File: src/rtl/wdog_match_timer.sv
module wdog_match_timer #(
  parameter int CW = 16,
  parameter logic [CW-1:0] KICK_KEY = CW'(16'hC35A)
) (
  input  logic          clk,
  input  logic          rst_n,
  input  logic          wr_en,
  input  logic [2:0]    wr_addr,
  input  logic [CW-1:0] wr_data,
  input  logic [2:0]    rd_addr,
  output logic [CW-1:0] rd_data,
  output logic          rst_req,
  output logic          evt0,
  output logic          evt1
);
  localparam logic [2:0] A_CTRL  = 3'd0;
  localparam logic [2:0] A_LIMIT = 3'd1;
  localparam logic [2:0] A_KICK  = 3'd2;
  localparam logic [2:0] A_MAT0  = 3'd3;
  localparam logic [2:0] A_MAT1  = 3'd4;
  localparam logic [2:0] A_COUNT = 3'd5;

  logic          armed, moved;
  logic [CW-1:0] limit, mat0, mat1, cnt, cnt_nx;

  wire arm_wr  = wr_en && wr_addr == A_CTRL && wr_data[0] && !armed;
  wire kick    = wr_en && wr_addr == A_KICK && wr_data == KICK_KEY && armed && !rst_req;
  wire expired = cnt >= limit;

  always_comb begin
    if (!armed || rst_req) cnt_nx = armed ? cnt : '0;
    else if (kick)         cnt_nx = '0;
    else if (expired)      cnt_nx = cnt;
    else                   cnt_nx = cnt + 1'b1;
  end

  always_ff @(posedge clk or negedge rst_n) begin
    if (!rst_n) begin
      armed   <= 1'b0;
      limit   <= '1;
      mat0    <= '1;
      mat1    <= '1;
      cnt     <= '0;
      moved   <= 1'b0;
      rst_req <= 1'b0;
    end else begin
      if (arm_wr) armed <= 1'b1;
      if (wr_en && wr_addr == A_LIMIT) limit <= wr_data;
      if (wr_en && wr_addr == A_MAT0)  mat0  <= wr_data;
      if (wr_en && wr_addr == A_MAT1)  mat1  <= wr_data;
      cnt     <= cnt_nx;
      moved   <= arm_wr || (armed && cnt_nx != cnt);
      rst_req <= rst_req || (armed && expired && !kick);
    end
  end

  assign evt0 = moved && cnt == mat0;
  assign evt1 = moved && cnt == mat1;

  always_comb begin
    case (rd_addr)
      A_CTRL:  rd_data = {{(CW-1){1'b0}}, armed};
      A_LIMIT: rd_data = limit;
      A_MAT0:  rd_data = mat0;
      A_MAT1:  rd_data = mat1;
      A_COUNT: rd_data = cnt;
      default: rd_data = '0;
    endcase
  end
endmodule


File: config.mk
export PLATFORM = sky130hd
export DESIGN_NAME = wdog_match_timer
export DESIGN_NICKNAME = d
export VERILOG_FILES = /design/src/rtl/wdog_match_timer.sv
export SDC_FILE = /design/constraint.sdc
export NUM_CORES = 1
export LEC_CHECK = 0
export ABC_AREA = 1
export BUFFER_PORTS_ARGS = -buffer_cell sky130_fd_sc_hd__buf_2
export CAP_MARGIN = 20
export CORE_UTILIZATION = 51
export DETAILED_ROUTE_END_ITERATION = 7
export PLACE_DENSITY = 0.76
export SETUP_SLACK_MARGIN = 0.02
export SYNTH_ARGS = -nofsm -noshare
export SYNTH_HDL_FRONTEND = slang
export SYNTH_SLANG_ARGS = --single-unit
File: constraint.sdc
create_clock -name clk -period 2.9 [get_ports clk]
set_input_delay 0.29 -clock clk [delete_from_list [all_inputs] [get_ports clk]]
set_output_delay 0.29 -clock clk [all_outputs]
set_load 0.02 [all_outputs]
==> Word level (Yosys, flattened, before mapping) <==
Cells that the tools add are included.
{ "word_totals": {"register_bits": 67, "in_bits": 25, "out_inout_bits": 19, "word_cells": 49} }
{ "classes": {"addsub": 1, "magnitude_cmp": 1, "eq_ne": 12, "n_mux": 5, "n_reduce_logical": 23} }
{ "ops": {"columns": ["operator", "count"], "rows": [
  ["one-hot mux 16 bit (5 select lines)", 1],
  ["two-way mux 16 bit", 4],
  ["equality test 16 bit", 2],
  ["adder 16 x 1 -> 16 bit, second input constant", 1],
  ["equality test 16 bit, second input constant", 1],
  [">= comparator 16 bit", 1],
  ["!= test 16 bit", 1],
  ["logical AND 1 bit", 15],
  ["equality test 3 x 2 -> 1 bit, second input constant", 3],
  ["equality test 3 bit, second input constant", 3],
  ["equality test 3 x 1 -> 1 bit, second input constant", 2],
  ["zero test 3 bit", 2],
  ["zero test 1 bit", 3],
  ["logical OR 1 bit", 3]
]} }

==> Logic depth before layout (Yosys ltp) <==
{ "depth": {"depth_word": 10, "mapped_depth": 24, "ltp_nobuf": 24} }

==> Least setup slack after synthesis <==
Ideal clock, no wire load.
{ "synth_path": {"path_type": "register to output", "startpoint": "reg cnt[2]", "endpoint": "out evt1", "t_arrival_ns": 2.117, "required_ns": 2.610, "setup_slack_ns": 0.493, "stages_incl_launch_ff": 7, "n_path_buf": 1, "cell_sequence": "dfrtp_1 buf_2 inv_1 nand2_1 a221oi_1 nand3_1 a2111oi_0"} }
{ "synth_between": {"elab_chain_len": 2} }
{ "synth_lines": {"columns": ["element", "line", "source"], "rows": [
  ["start, declared", "24", "logic [CW-1:0] limit, mat0, mat1, cnt, cnt_nx;"],
  ["start signal, assigned", "51", "cnt <= cnt_nx;"],
  ["equality test 16 bit", "58", "assign evt1 = moved && cnt == mat1;"],
  ["logical AND 1 bit", "58", null],
  ["end, declared", "14", "output logic evt1"]
]} }
Every way passes these cells.

==> Worst setup path in the final report <==
{ "layout_path": {"startpoint": "reg limit[7]", "endpoint": "reg moved"} }
{ "layout_between": {"elab_chain_len": 7} }
{ "layout_lines": {"columns": ["element", "line", "source"], "rows": [
  ["start, declared", "24", null],
  ["start signal, assigned", "48", "if (wr_en && wr_addr == A_LIMIT) limit <= wr_data;"],
  [">= comparator 16 bit", "28", "wire expired = cnt >= limit;"],
  ["two-way mux 16 bit", "33", "else if (expired) cnt_nx = cnt;"],
  ["two-way mux 16 bit", "32", "else if (kick) cnt_nx = '0;"],
  ["two-way mux 16 bit", "31", "if (!armed || rst_req) cnt_nx = armed ? cnt : '0;"],
  ["!= test 16 bit", "52", "moved <= arm_wr || (armed && cnt_nx != cnt);"],
  ["logical AND 1 bit", "52", null],
  ["logical OR 1 bit", "52", null],
  ["end signal, assigned", "52", null],
  ["end, declared", "23", "logic armed, moved;"]
]} }
Every way passes these cells.
A chain may end at the register's enable or synchronous reset.

==> results.cfg <==
[outcome]
status = finished, violations left
violations = DRC

[power_and_ir_drop]
p_int_mw = 1.81
p_clk_frac = 0.313
ir_worst_vdd_uv = 393
swShare = 0.331
power.density_mw_per_mm2 = 475
fin_total_pwr_mw = 2.70
comb_power_share = 0.205
p_leak_nw = 2.93
p_seq_frac = 0.483
p_switching_mw = 0.893

[placement]
port_buffers = 43
place_area_mm2 = 0.00532
globalplace.congestion = 0.971
dpl.hpwl_mm = 10.8

[hold_path]
hold_class = in2async

[run]
maxCapViolations = 0

[sta]
slew_headroom = 0.353
timing.final.crit_share = 0.942
setup_viol = 0
period_needed_ns = 2.73
rsz0062_at_grt = true
hold_ws_ns = 0.0820
slew_violations = 0
tns_ns = 0
skew_ns = 0.0105
tightest_slew_ns = 0.970
hold_viol = 0
fmaxAchievable_mhz = 366

[worst_setup_path]
path_cells = inv_1 > ha_4 > nand2_1 > inv_2 > nand2_2 > nor2_1 > nor2_1 > nand2_4 > buf_4 > nand2_4 > nand2_1 > nand2_1 > nand3_1 > nand2_1 > nand2_1 > nand2_1 > nand2_1 > nor2_2 > nand2_1 > nor2_2 > nand2_1 > nand2_1 > nand2_1
crit_fanout = 6
max_stage_delay_ns = 0.55
path_class = reg2reg
crit_arrival_ns = 2.98
end_kind = flop
critPathBufInv = 3
crit_top_cell = nand2_1
required_ns = 3.15
crit_slowest_cell = dfstp_2
crit_family = simple AND/OR/NAND/NOR gates
start_kind = flop

[cts]
clkLatencyLatePin_ns = 0.36
root_buffer = clkbuf_8
clk_pin_slew_worst_paths_ns = 0.09
numCtsBuffers = 9
clockBufferDepth = 2
cts_tree = done
clock-sinks = 67
cts-htree-levels = 3

[routing]
ant_nets = 0
first_pass_iters = 8
drc_errors = 6
routed_wl_mm = 15.0
wire_per_inst_um = 16.8
viasPerCell = 5.89
route.vias.total = 5250
drtIter0Drc = 500

[synthesis]
syn_inst = 694
syn-mean-instance-area_um2 = 7.01
syn_nets = 736
syn-cell-area_mm2 = 0.00487
yosysSeqAreaShare = 0.357
yosysWarnings = 0
synth-seq-cells = 67
synth_cell_types = 41

[layout]
regArea_mm2 = 0.00174
multi_input_area_mm2 = 0.00274
n_antenna_cell = 0
fillers = 826
final_area_mm2 = 0.00568
synthToLayoutAreaGrowth_pct = 16.6
drive_gt1_frac = 0.233
nets = 800

[floorplan]
die_h_um = 99.7
io-pin-count = 44
fp.dieW_um = 99.7
start_util = 0.527
fp.dieArea_mm2 = 0.00994
core_area_mm2 = 0.00924
row_count = 35

[global_routing]
grt_max_degree = 42
antenna_found_initial = 0
overflow = 0
grt_first_pass_wirelength_mm = 23.6
first_global_vias = 4815
grt_use_total = 0.309
## cells in the final DEF, fill, tap and decap left out, types with 2 or more instances in the layout
master | netlist | final
o2111ai_1 | 7 | 7
a221oi_1 | 6 | 6
buf_2 | 6 | 43
dfrtp_1 | 19 | 19
dfstp_2 | 48 | 48
inv_4 | 1 | 3
xor2_1 | 10 | 10
nand2_1 | 222 | 220
nor4_1 | 7 | 6
o21ai_0 | 56 | 56
nand2_4 | 2 | 5
a221o_1 | 9 | 9
nand4_1 | 8 | 8
nand2_2 | 6 | 6
nand3_4 | 2 | 2
or2_2 | 2 | 2
o22ai_1 | 18 | 18
nor2_8 | 2 | 2
inv_2 | 6 | 5
clkbuf_8 | 0 | 10
nor2_2 | 4 | 6
buf_4 | 3 | 29
nor3_1 | 8 | 7
clkinvlp_4 | 0 | 2
inv_1 | 90 | 89
clkinv_1 | 2 | 2
inv_6 | 0 | 2
ha_1 | 17 | 16
nand3_1 | 56 | 56
nor2_1 | 31 | 29
a21oi_1 | 21 | 21
## power by group through the flow
stage	clock, mW	sequential, mW	combinational [mW]
2_1_floorplan	0	1.25	0.346
3_3_place_gp	0	1.30	0.475
3_5_place_dp	0	1.31	0.488
4_1_cts	0.847	1.29	0.492
5_1_grt	0.886	1.32	0.616
6_report	0.844	1.30	0.552
## what timing repair did
item / 4_1_cts / 5_1_grt
setup endpoints to repair: 0 / 2
setup buffers: 0 / 7
gates resized for setup: 0 / 13
hold buffers: 0 / 0
hold endpoints to repair: 0 / 0
## area by class of cell
type / instances / share of cell area
multi-input combinational: 508 / 0.482
sequential: 67 / 0.306
timing repair buffer: 73 / 0.0798
inverter: 99 / 0.0670
tap: 129 / 0.0284
clock buffer: 10 / 0.0243
clock inverter: 6 / 0.0123
## Yosys cell counts (all sizes together)
| master | number | share of area |
|---|---|---|
| a2111oi | 1 | 0.0018 |
| a21o | 1 | 0.0015 |
| a21oi | 21 | 0.022 |
| a221o | 9 | 0.019 |
| a221oi | 6 | 0.011 |
| a22o | 1 | 0.0018 |
| a31o | 1 | 0.0018 |
| buf | 9 | 0.011 |
| clkbuf | 13 | 0.010 |
| clkinv | 2 | 0.0015 |
| dfrtp | 19 | 0.098 |
| dfstp | 48 | 0.26 |
| ha | 17 | 0.044 |
| inv | 97 | 0.075 |
| nand2 | 230 | 0.18 |
| nand3 | 59 | 0.067 |
| nand3b | 2 | 0.0057 |
| nand4 | 8 | 0.010 |
| nor2 | 38 | 0.040 |
| nor3 | 9 | 0.010 |
| nor4 | 7 | 0.0090 |
| o2111ai | 7 | 0.013 |
| o21ai | 58 | 0.060 |
| o22ai | 18 | 0.023 |
| or2 | 2 | 0.0026 |
| xnor2 | 1 | 0.0018 |
| xor2 | 10 | 0.018 |
## metal layers
layer | part of all wire | vias up | GRT usage
li1 | - | 2415 | -
met5 | 0 | - | 0
met4 | 0.039 | 0 | 0.131
met3 | 0.099 | 65 | 0.0541
met2 | 0.45 | 338 | 0.481
met1 | 0.42 | 2432 | 0.425
## registers in the layout, summed over array words and instances (netlist names)
| signal | flops |
|---|---|
| cnt | 16 |
| limit | 16 |
| mat0 | 16 |
| mat1 | 16 |
| armed | 1 |
| moved | 1 |
| rst_req | 1 |
## worst paths after layout
path                                        from                    end  slack [ns]  depth (start not counted)
setup / recovery            limit[7]$_DFFE_PN1P_        moved$_DFF_PN0_        0.17                         23
hold / removal                             rst_n       cnt[3]$_DFF_PN0_        0.08                          1
setup reg to reg            limit[7]$_DFFE_PN1P_        moved$_DFF_PN0_        0.17                         23
hold reg to reg            limit[15]$_DFFE_PN1P_  limit[15]$_DFFE_PN1P_        0.51                          2
max in group asynchronous                  rst_n   mat1[10]$_DFFE_PN1P_        1.97                          2
min in group clk                     wr_data[11]   mat1[11]$_DFFE_PN1P_        0.17                          3
## stage by stage
step,util,setup slack [ns],std cells
finish,0.614,0.168,892
global route,0.614,-0.0104,892
CTS,0.598,0.0867,883
detailed placement,0.576,0.108,867
global placement,0.576,0.0996,867
floorplan,-,0.493,694
## kinds of logic (layout without fill, tap and decap cells)
group,Yosys count,in the layout,share of synthesized area
and+or+nand+nor,355,357,0.328
AOI/OAI and AO/OA,123,123,0.154
buffers and inverters,121,188,0.0977
DFF,67,67,0.357
adders and majority gates,17,17,0.0437
xor gates and xnor gates,11,11,0.0198
## worst register-to-register path, cell delays in order, from the launching register on
cell	delay, ns
dfstp_2	0.55
inv_1	0.08
ha_4	0.24
nand2_1	0.08
inv_2	0.04
nand2_2	0.05
nor2_1	0.04
nor2_1	0.17
nand2_4	0.13
buf_4	0.17
nand2_4	0.10
nand2_1	0.06
nand2_1	0.06
nand3_1	0.07
nand2_1	0.09
nand2_1	0.07
nand2_1	0.07
nand2_1	0.06
nor2_2	0.09
nand2_1	0.07
nor2_2	0.15
nand2_1	0.07
nand2_1	0.05
nand2_1	0.05
(Power assumes the default switching activity.)
